### src/rtl/cfgport_pkg.sv
package cfgport_pkg;

  localparam int KEY_W = 16;
  localparam logic [KEY_W-1:0] KEY_INVALID = 16'hFFFF;
  localparam int KEY_BANK_BIT = 15;
  localparam logic [KEY_W-1:0] KEY_INDEX_MASK = 16'h3FFF;
  localparam logic [63:0] SIGNATURE = 64'h51454D5520434647;

  typedef enum logic [1:0] {
    WIN_DATA = 2'd0,
    WIN_SEL  = 2'd1,
    WIN_SIG  = 2'd2,
    WIN_NONE = 2'd3
  } win_e;

  // Legal access widths in bytes.
  function automatic logic size_legal(input logic [3:0] n);
    return (n == 4'd1) || (n == 4'd2) || (n == 4'd4) || (n == 4'd8);
  endfunction

  // Index field of a key, bank and write-flag bits removed.
  function automatic logic [KEY_W-1:0] key_index(input logic [KEY_W-1:0] key);
    return key & KEY_INDEX_MASK;
  endfunction

  // Bytes a read of n takes from an item of length len at cursor off.
  function automatic int take_count(input int len, input int off, input int n);
    int rem;
    if (off >= len) return 0;
    rem = len - off;
    return (rem < n) ? rem : n;
  endfunction

  // n bytes of the signature starting at byte off (0 = most significant).
  function automatic logic [63:0] sig_slice(input int off, input int n);
    logic [63:0] v;
    v = SIGNATURE >> ((8 - off - n) * 8);
    if (n < 8) v = v & ((64'd1 << (n * 8)) - 64'd1);
    return v;
  endfunction

endpackage

### src/rtl/cfgport_store.sv
module cfgport_store
  import cfgport_pkg::*;
#(
  parameter int ITEM_BYTES = 16,
  parameter int FILE_BASE  = 32,
  parameter int FILE_LEN   = 11,
  parameter int ARCH_KEY   = 2,
  parameter int ARCH_LEN   = 3,
  parameter logic [15:0] VERSION = 16'h0003,
  parameter int OFF_W      = $clog2(ITEM_BYTES + 1)
) (
  input  logic             bank,
  input  logic [13:0]      idx,
  input  logic [OFF_W-1:0] base,
  output logic [OFF_W-1:0] item_len,
  output logic [63:0]      win
);

  localparam logic [31:0] MAGIC     = 32'h51454D55;
  localparam logic [7:0]  FILE_SEED = 8'hC0;
  localparam logic [7:0]  ARCH_SEED = 8'h70;

  function automatic int len_of(input logic b, input int i);
    if (!b && i == 0) return 4;
    if (!b && i == 1) return 2;
    if (!b && i == FILE_BASE) return FILE_LEN;
    if (b && i == ARCH_KEY) return ARCH_LEN;
    return 0;
  endfunction

  function automatic logic [7:0] byte_of(input logic b, input int i, input int off);
    if (off >= len_of(b, i)) return 8'h00;
    if (!b && i == 0) return MAGIC[(3 - off) * 8 +: 8];
    if (!b && i == 1) return VERSION[off * 8 +: 8];
    if (!b && i == FILE_BASE) return FILE_SEED + 8'(off);
    if (b && i == ARCH_KEY) return ARCH_SEED + 8'(off);
    return 8'h00;
  endfunction

  assign item_len = OFF_W'(len_of(bank, int'(idx)));

  for (genvar j = 0; j < 8; j++) begin : g_win
    assign win[j*8 +: 8] = byte_of(bank, int'(idx), int'(base) + j);
  end

endmodule

### src/rtl/cfgport_cursor.sv
module cfgport_cursor
  import cfgport_pkg::*;
#(
  parameter int ITEM_COUNT = 64,
  parameter int OFF_W      = 5
) (
  input  logic             clk,
  input  logic             rst_n,
  input  logic             sel_we,
  input  logic [KEY_W-1:0] sel_in,
  input  logic             rd_en,
  input  logic [3:0]       rd_n,
  input  logic [OFF_W-1:0] item_len,
  input  logic [63:0]      win,
  output logic [KEY_W-1:0] cur_key,
  output logic [OFF_W-1:0] cur_off,
  output logic             key_valid,
  output logic [63:0]      rd_value
);

  int avail;
  int n_i;
  logic [KEY_W-1:0] next_key;

  assign key_valid = (cur_key != KEY_INVALID);
  assign next_key  = (int'(key_index(sel_in)) >= ITEM_COUNT) ? KEY_INVALID : sel_in;

  always_comb begin
    n_i      = int'(rd_n);
    avail    = key_valid ? take_count(int'(item_len), int'(cur_off), n_i) : 0;
    rd_value = '0;
    for (int i = 0; i < 8; i++) begin
      if (i < avail) rd_value[(n_i - 1 - i) * 8 +: 8] = win[i*8 +: 8];
    end
  end

  always_ff @(posedge clk or negedge rst_n) begin
    if (!rst_n) begin
      cur_key <= '0;
      cur_off <= '0;
    end else if (sel_we) begin
      cur_key <= next_key;
      cur_off <= '0;
    end else if (rd_en) begin
      cur_off <= cur_off + OFF_W'(avail);
    end
  end

  a_r4_select_rewinds: assert property (@(posedge clk) disable iff (!rst_n)
    sel_we |=> (cur_off == '0));

  a_r9_stall_on_invalid: assert property (@(posedge clk) disable iff (!rst_n)
    (rd_en && !key_valid) |=> $stable(cur_off));

  a_r7_cursor_in_item: assert property (@(posedge clk) disable iff (!rst_n)
    key_valid |-> (cur_off <= item_len));

  a_r6_only_legal_keys: assert property (@(posedge clk) disable iff (!rst_n)
    (cur_key == KEY_INVALID) || (int'(key_index(cur_key)) < ITEM_COUNT));

endmodule

### src/rtl/cfgport_top.sv
module cfgport_top
  import cfgport_pkg::*;
#(
  parameter int ADDR_W     = 8,
  parameter int ITEM_BYTES = 16,
  parameter int FIXED_KEYS = 32,
  parameter int FILE_SLOTS = 32,
  parameter int FILE_LEN   = 11,
  parameter int ARCH_KEY   = 2,
  parameter int ARCH_LEN   = 3
) (
  input  logic              clk,
  input  logic              rst_n,
  input  logic              req_valid,
  input  logic              req_write,
  input  logic [ADDR_W-1:0] req_addr,
  input  logic [3:0]        req_size,
  input  logic [63:0]       req_wdata,
  output logic              rsp_ready,
  output logic              rsp_err,
  output logic [63:0]       rsp_rdata
);

  localparam int ITEM_COUNT = FIXED_KEYS + FILE_SLOTS;
  localparam int OFF_W      = $clog2(ITEM_BYTES + 1);
  localparam int DATA_END   = 8;
  localparam int SEL_END    = 16;
  localparam int SIG_END    = 24;

  win_e             win;
  logic             size_ok;
  logic             sig_fit;
  logic             acc_err;
  logic             sel_event;
  logic             rd_event;
  int               sig_off;
  logic [KEY_W-1:0] cur_key;
  logic [OFF_W-1:0] cur_off;
  logic             key_valid;
  logic [OFF_W-1:0] item_len;
  logic [63:0]      item_win;
  logic [63:0]      rd_value;
  logic [63:0]      read_mux;

  always_comb begin
    if (int'(req_addr) < DATA_END)     win = WIN_DATA;
    else if (int'(req_addr) < SEL_END) win = WIN_SEL;
    else if (int'(req_addr) < SIG_END) win = WIN_SIG;
    else                               win = WIN_NONE;
  end

  assign size_ok   = size_legal(req_size);
  assign sig_off   = int'(req_addr) - SEL_END;
  assign sig_fit   = (sig_off + int'(req_size)) <= 8;
  assign acc_err   = !size_ok || (win == WIN_NONE) || ((win == WIN_SIG) && !sig_fit);
  assign sel_event = req_valid && req_write && (win == WIN_SEL) && !acc_err;
  assign rd_event  = req_valid && !req_write && (win == WIN_DATA) && !acc_err;

  cfgport_store #(
    .ITEM_BYTES(ITEM_BYTES),
    .FILE_BASE (FIXED_KEYS),
    .FILE_LEN  (FILE_LEN),
    .ARCH_KEY  (ARCH_KEY),
    .ARCH_LEN  (ARCH_LEN),
    .OFF_W     (OFF_W)
  ) u_store (
    .bank    (cur_key[KEY_BANK_BIT]),
    .idx     (cur_key[13:0]),
    .base    (cur_off),
    .item_len(item_len),
    .win     (item_win)
  );

  cfgport_cursor #(
    .ITEM_COUNT(ITEM_COUNT),
    .OFF_W     (OFF_W)
  ) u_cursor (
    .clk      (clk),
    .rst_n    (rst_n),
    .sel_we   (sel_event),
    .sel_in   (req_wdata[KEY_W-1:0]),
    .rd_en    (rd_event),
    .rd_n     (req_size),
    .item_len (item_len),
    .win      (item_win),
    .cur_key  (cur_key),
    .cur_off  (cur_off),
    .key_valid(key_valid),
    .rd_value (rd_value)
  );

  always_comb begin
    case (win)
      WIN_DATA: read_mux = rd_value;
      WIN_SIG:  read_mux = sig_slice(sig_off, int'(req_size));
      default:  read_mux = '0;
    endcase
  end

  always_ff @(posedge clk or negedge rst_n) begin
    if (!rst_n) begin
      rsp_ready <= 1'b0;
      rsp_err   <= 1'b0;
      rsp_rdata <= '0;
    end else begin
      rsp_ready <= req_valid;
      rsp_err   <= req_valid && acc_err;
      rsp_rdata <= (req_valid && !req_write && !acc_err) ? read_mux : '0;
    end
  end

  a_r12_rsp_follows_req: assert property (@(posedge clk) disable iff (!rst_n)
    req_valid |=> rsp_ready);

  a_r12_no_spurious_rsp: assert property (@(posedge clk) disable iff (!rst_n)
    !req_valid |=> !rsp_ready);

  a_r2_out_of_range: assert property (@(posedge clk) disable iff (!rst_n)
    (req_valid && int'(req_addr) >= SIG_END) |=> (rsp_err && rsp_rdata == '0));

  a_r3_bad_size_inert: assert property (@(posedge clk) disable iff (!rst_n)
    (req_valid && !size_legal(req_size)) |=> (rsp_err && $stable(cur_key) && $stable(cur_off)));

  a_r11_full_signature: assert property (@(posedge clk) disable iff (!rst_n)
    (req_valid && !req_write && int'(req_addr) == SEL_END && req_size == 4'd8)
      |=> (rsp_rdata == SIGNATURE));

  a_r6_invalid_reads_zero: assert property (@(posedge clk) disable iff (!rst_n)
    (rd_event && !key_valid) |=> (rsp_rdata == '0));

endmodule

### config.mk
export PLATFORM = sky130hd
export DESIGN_NAME = cfgport_top
export DESIGN_NICKNAME = d
export VERILOG_FILES = /design/src/rtl/cfgport_pkg.sv /design/src/rtl/cfgport_store.sv /design/src/rtl/cfgport_cursor.sv /design/src/rtl/cfgport_top.sv
export SDC_FILE = /design/constraint.sdc
export NUM_CORES = 1
export LEC_CHECK = 0
export ABC_AREA = 1
export BUFFER_PORTS_ARGS = -buffer_cell sky130_fd_sc_hd__buf_2
export CORE_UTILIZATION = 40
export CTS_CLUSTER_SIZE = 25
export DETAILED_ROUTE_END_ITERATION = 6
export MAX_ROUTING_LAYER = met4
export PLACE_DENSITY = 0.58
export SLEW_MARGIN = 10
export SYNTH_ARGS = -nofsm -noshare
export SYNTH_HDL_FRONTEND = slang
export SYNTH_SLANG_ARGS = --single-unit
export TNS_END_PERCENT = 10
### constraint.sdc
create_clock -name clk -period 9.88 [get_ports clk]
set_clock_uncertainty 0.05 [all_clocks]
set_input_delay 0.988 -clock clk [delete_from_list [all_inputs] [get_ports clk]]
set_output_delay 0.988 -clock clk [all_outputs]
set_load 0.02 [all_outputs]
== Yosys cells after proc, flatten, opt, wreduce, memory -nomap -nowiden ==
Index checks and enable logic that the tools add are counted.
Cells by class
  eq/ne operators: 11
  add/sub/neg operators: 54
  bitwise logic cells: 2
  $lt $le $gt $ge: 24
  multiplexer cells: 214
  shift-type cells: 34
  reduce and logical (&&, ||, !) cells: 26
Operator list (number)
  64-bit two-way mux: 10
  8-bit two-way mux: 80
  8-bit by 33-bit variable shift with 64-bit output, first input constant: 8
  8-bit by 33-bit variable part select with 64-bit output: 8
  64-bit bitwise mux: 7
  32-bit two-way mux: 10
  32-bit by 32-bit variable part select with 8-bit output, first input constant: 8
  32-bit negation with 33-bit output: 7
  32-bit >= comparator: 7
  16-bit by 32-bit variable part select with 8-bit output, first input constant: 7
  3-bit by 29-bit subtractor with 29-bit output, first input constant: 7
  64-bit bitwise AND: 2
  4-bit by 32-bit < comparator with 1-bit output, first input constant: 4
  64-bit case mux with 2 select lines: 1
  1-bit two-way mux: 100
  3-bit by 32-bit < comparator with 1-bit output, first input constant: 2
  1-bit by 7-bit left shift with 64-bit output, first input constant: 1
  63-bit by 32-bit >> shifter with 64-bit output, first input constant: 1
  64-bit by 1-bit subtractor with 64-bit output, second input constant: 1
  7-bit by 8-bit adder with 8-bit output, first input constant: 7
  8-bit adder, first input constant: 7
  8-bit negation with 33-bit output: 1
  6-bit by 32-bit >= comparator with 1-bit output: 1
  1-bit by 32-bit < comparator with 1-bit output, first input constant: 1
  45 further kinds: 77
Word-level totals
  output and inout port bits: 66
  logic and storage cells: 370
  input bits: 80
  flip-flop bits (word level): 87

== Longest topological paths before layout ==
  word-level depth: 49
  depth in mapped cells: 41
  depth with buffers taken out: 40

== Modules after synthesis ==
Synthesis repeated with hierarchy kept, for this count alone.
Second synthesis, totals
  cell total of the unflattened synthesis: 3350
  area total of the unflattened synthesis: 17884.7 um^2
Modules (own cells, without submodules)
  cfgport_cursor: instances 1, sequential area each 525.5 um^2, area each 11453.5 um^2, cells an instance 2342
  cfgport_top: instances 1, sequential area each 1651.6 um^2, area each 3953.8 um^2, cells an instance 519
  cfgport_store: instances 1, sequential area each 0.0 um^2, area each 2477.4 um^2, cells an instance 489

== Worst setup path after synthesis ==
Ideal clock, no wire load.
  path kind: input to register
  from: input port req_size[0]
  to: register rsp_rdata[32]
  path buffers: 2
  required time: 9.694 ns
  cell stages on the path: 26
  arrival time: 5.141 ns
  path slack: 4.553 ns
  library setup time: 0.136 ns
  cell sequence: clkinv_1 clkbuf_1 ha_1 ha_1 ha_1 inv_1 o21ai_0 nand3b_1 nand4_1 or2_2 ha_1 nor4_1 nand2_1 nor2_1 nand3_1 nor3_1 nand3_1 clkbuf_1 o21ai_0 a21oi_1 o21bai_1 nand2_1 o21ai_1 nand2_1 nand2_1 a21oi_1
On the way
  word-level cells in the longest chain between the ends: 22
  elaborated cells on any way between the ends: 85
  classes of those cells: 19 x add/sub; 11 x order compare; 4 x eq/ne; 18 x shift; 21 x mux; 2 x bitwise; 10 x reduce/logical
RTL lines
  start, declared: line cfgport_top.sv:17  | input logic [3:0] req_size,
  branches (longest 21 deep; another with 32-bit negation with 33-bit output)
  64-bit two-way mux (*): line cfgport_top.sv:108  | rsp_rdata <= (req_valid && !req_write && !acc_err) ? read_mux : '0;
  end signal, assigned: line cfgport_top.sv:108
  end, declared: line cfgport_top.sv:21  | output logic [63:0] rsp_rdata
Every way passes the cells marked *.
A chain may end at the register's enable or synchronous reset.

== Final worst setup path ==
  from: input port req_size[0]
  to: register rsp_rdata[34]
Same word-level chain as after synthesis.

==> out/qor.yml <==
status:
  status: "finished clean"
clock_network:
  cts_tree: "built"
  cts_hold_buf: 0
  cts_made_buffers: 9
  cts.sinks: 87
  clockBufferDepth: 2
  h-tree-depth: 3
  insertion_delay_ps: 350
  post_cts_buffers: 0
  path_clk_slew_ps: 70
  cts_resized: 0
  cts-root-buf: "clkbuf_16"
synthesis:
  netlist.top_cell.by_area: "nand2_1"
  synth.distinct_cells: 58
  ys_ff_latch: 87
  synth_xor_area_share_pct: 1.920
  synth_top_area_share_pct: 18.18
  synthSimpleGateAreaFrac_pct: 37.65
  synthesis.nets: 3188
  synth_mux_area_share_pct: 0
  synthArstFlopShare_pct: 100.0
  netlist_area_sq_mm: 0.01642
  synthAdderAreaFrac_pct: 10.70
  synth_area_leaders: "nand2_1 (18%), dfrtp_1 (13%), inv_1 (12%), ha_1 (10%), o21ai_0 (9.9%)"
  syn_avg_cell_area_sq_um: 5.528
  synth_compound_area_share_pct: 21.59
  ys.flop_type: "dfrtp_1"
  synth_seq_area_share_pct: 13.26
  synthCells: 2970
  synth_top_family_by_area: "simple AND/OR/NAND/NOR gates"
  yosysWarnings: 8
  synth_edf_count: 0
timing:
  rsz0062_at_grt: "no"
  setup_slack_ps: 2076
  finalSetupViolations: 0
  fmax_ghz: 0.1281
  fin_crit_ps: 7804
  drv_slew: 0
  tns_ps: 0
  final.period_utilization_pct: 78.99
  hold_viol_final: 0
  max_slew.worst_pin.slew_ps: 1131
  relSlewSlack_pct: 24.05
cells_and_area:
  drive_gt1_share_pct: 7.069
  fin_cells: 3538
  diodes: 0
  fillerInstances: 4504
  syn2layout_area_growth_pct: 7.415
  nets: 3226
  final_core_util_pct: 43.98
route:
  routed.top_layer: "met4"
  drc_errors: 0
  routedWlPerCell_um: 21.33
  drt_pass1_iterations: 6
  wl_met2_um: 32720
  postRouteAntennaNets: 0
  vias: 19920
  drt-total-wl_um: 75460
  viasPerCell: 5.630
  dr_wl_met3_um: 5395
  drtIter0Drc: 2083
  met1_length_um: 33360
job:
  max_cap_viol_count: 0
die:
  rows: 73
  start_util_pct: 40.95
  ios: 146
  coreArea_sq_mm: 0.04010
  die_area_sq_mm: 0.04186
  die_width_um: 204.6
  chipHeight_um: 204.6
placed_design:
  gp_congestion: 1.028
  post-place-cells: 3522
  post-place-ws_ps: 2142
  portBuffers: 97
  dp_hpwl_um: 62420
power_and_ir_drop:
  p_per_area_mw_per_mm2: 68.53
  finalPower_mw: 1.209
  peakVddDrop_uv: 70.07
  p_leak_nw: 8.920
critical_path:
  crit_fanout: 20
  crit_arrival_ps: 7950
  timing.rr.start: "u_cursor.cur_key[12]"
  end_kind: "flip-flop"
  required_ps: 10030
  startpoint_type: "input port"
  reg2regPathDepth: 39
  rrSetupSlack_ps: 2870
  critPathLaunch: "req_size[0]"
  reg2reg_to: "rsp_rdata[48]"
  critPathKind: "input port to flip-flop"
global_route:
  grtUsageTotal_pct: 36.63
  grt_max_degree: 74
  antenna_found_initial: 0
  grt_pass1_wl_um: 111700
  first_global_vias: 18390
  gr-total-overflow: 0
worst_hold_path:
  hp-class: "input port to asynchronous set/reset pin"
cells by family (layout without fill, tap and decap cells):
kind of cell,after synthesis,after routing
simple gates,1429,1429
compound gates,647,647
flops,87,87
fa+ha+maj,138,138
xor+xnor,36,36
buf+inv,633,676
metrics by stage:
stage | hold WS, ps | area (sq um)
6_report | 429.1 | 17640
5_1_grt | 427.3 | 17640
4_1_cts | 424.0 | 17630
3_5_place_dp | 432.4 | 17320
3_3_place_gp | 429.0 | 17310
2_1_floorplan | 403.4 | 16420
power breakdown:
| part | internal, mW | total, mW | switching, mW | leakage (nW) |
|---|---|---|---|---|
| clock | 0.202 | 0.356 | 0.154 | 0.153 |
| sequential | 0.361 | 0.371 | 0.00974 | 1.14 |
| combinational | 0.134 | 0.482 | 0.347 | 7.63 |
| total | 0.697 | 1.21 | 0.511 | 8.92 |
sequential cells by signal, summed over array words and instances (netlist names):
signal and flops:
u_cursor.cur_off 5, rsp_err 1, rsp_ready 1, u_cursor.cur_key 16, rsp_rdata 64
synthesized netlist by cell type, drive strengths merged (2+ instances only):
master,count
nand4,78
xor2,27
o21bai,9
fa,4
o21ai,339
a21boi,2
o31ai,31
nand3,192
buf,42
a21o,3
clkbuf,49
xnor2,9
dfrtp,87
a31oi,9
nor2,263
o32ai,4
nor4,24
a211oi,3
inv,531
a21oi,187
o211ai,27
nor3,43
nand3b,8
ha,134
clkinv,11
o221ai,2
nand2,806
o22ai,24
or2,11
routing by layer:
layer,vias up,global-route usage (%)
met3,179,2.673
li1,9745,-
met2,905,55.98
met4,0,18.23
met1,9090,48.54
met5,-,-
layout make-up:
class                      instances  area (sq um)  share of cell area (%)
clock buffer                       9         225.2                   1.277
clock inverter                     7         90.09                  0.5108
inverter                         542          2034                   11.54
multi-input combinational       2250         11810                   66.95
sequential                        87          2177                   12.34
tap                              525         656.9                   3.725
timing repair buffer             118         645.6                   3.661
how the worst max path moves through the flow:
stage | end | cells past startpoint
3_3_place_gp | rsp_rdata[34] | 25
3_5_place_dp | rsp_rdata[34] | 25
4_1_cts | rsp_rdata[34] | 25
2_1_floorplan | rsp_rdata[32] | 26
5_1_grt | rsp_rdata[32] | 26
6_report | rsp_rdata[34] | 26
critical path, stage by stage:
cell and delay, ps:
buf_2 130, clkinv_1 50, buf_4 330, ha_1 550, ha_1 670, inv_1 480, nand2_1 260, nand2_1 230
nor2_1 270, nand4_1 230, or2_2 350, ha_1 290, nor4_1 280, nand2_1 90, nor2_1 110, nand3_1 140
nor3_1 640, nand3_1 530, o21ai_0 330, inv_1 60, a21oi_1 280, nor2_1 90, nor2_1 140, nor2_1 90
o21ai_1 220, a21oi_1 100
placed cells by master (no fill, tap or decap), types with 6 or more instances in the layout:
| cell | netlist | final |
|---|---|---|
| nor2_2 | 8 | 9 |
| nand4_1 | 74 | 74 |
| nand3_2 | 6 | 6 |
| xor2_1 | 27 | 27 |
| o21ai_0 | 325 | 325 |
| nor2_1 | 249 | 248 |
| nor4_1 | 24 | 24 |
| inv_1 | 511 | 511 |
| xnor2_1 | 9 | 9 |
| ha_1 | 134 | 134 |
| a21oi_1 | 185 | 185 |
| buf_4 | 4 | 22 |
| or2_2 | 9 | 9 |
| buf_2 | 35 | 96 |
| clkinv_1 | 11 | 11 |
| o31ai_1 | 30 | 30 |
| o21ai_1 | 12 | 12 |
| dfrtp_1 | 87 | 87 |
| nand3b_1 | 8 | 8 |
| clkbuf_16 | 0 | 9 |
| nand2_2 | 9 | 9 |
| nand3_1 | 186 | 186 |
| a31oi_1 | 9 | 9 |
| inv_2 | 20 | 20 |
| o21bai_1 | 9 | 9 |
| nor3_1 | 37 | 36 |
| nor2_4 | 6 | 6 |
| o211ai_1 | 27 | 27 |
| nand2_1 | 795 | 795 |
| o22ai_1 | 24 | 24 |
Note: power is estimated with default switching activity, not from simulation.
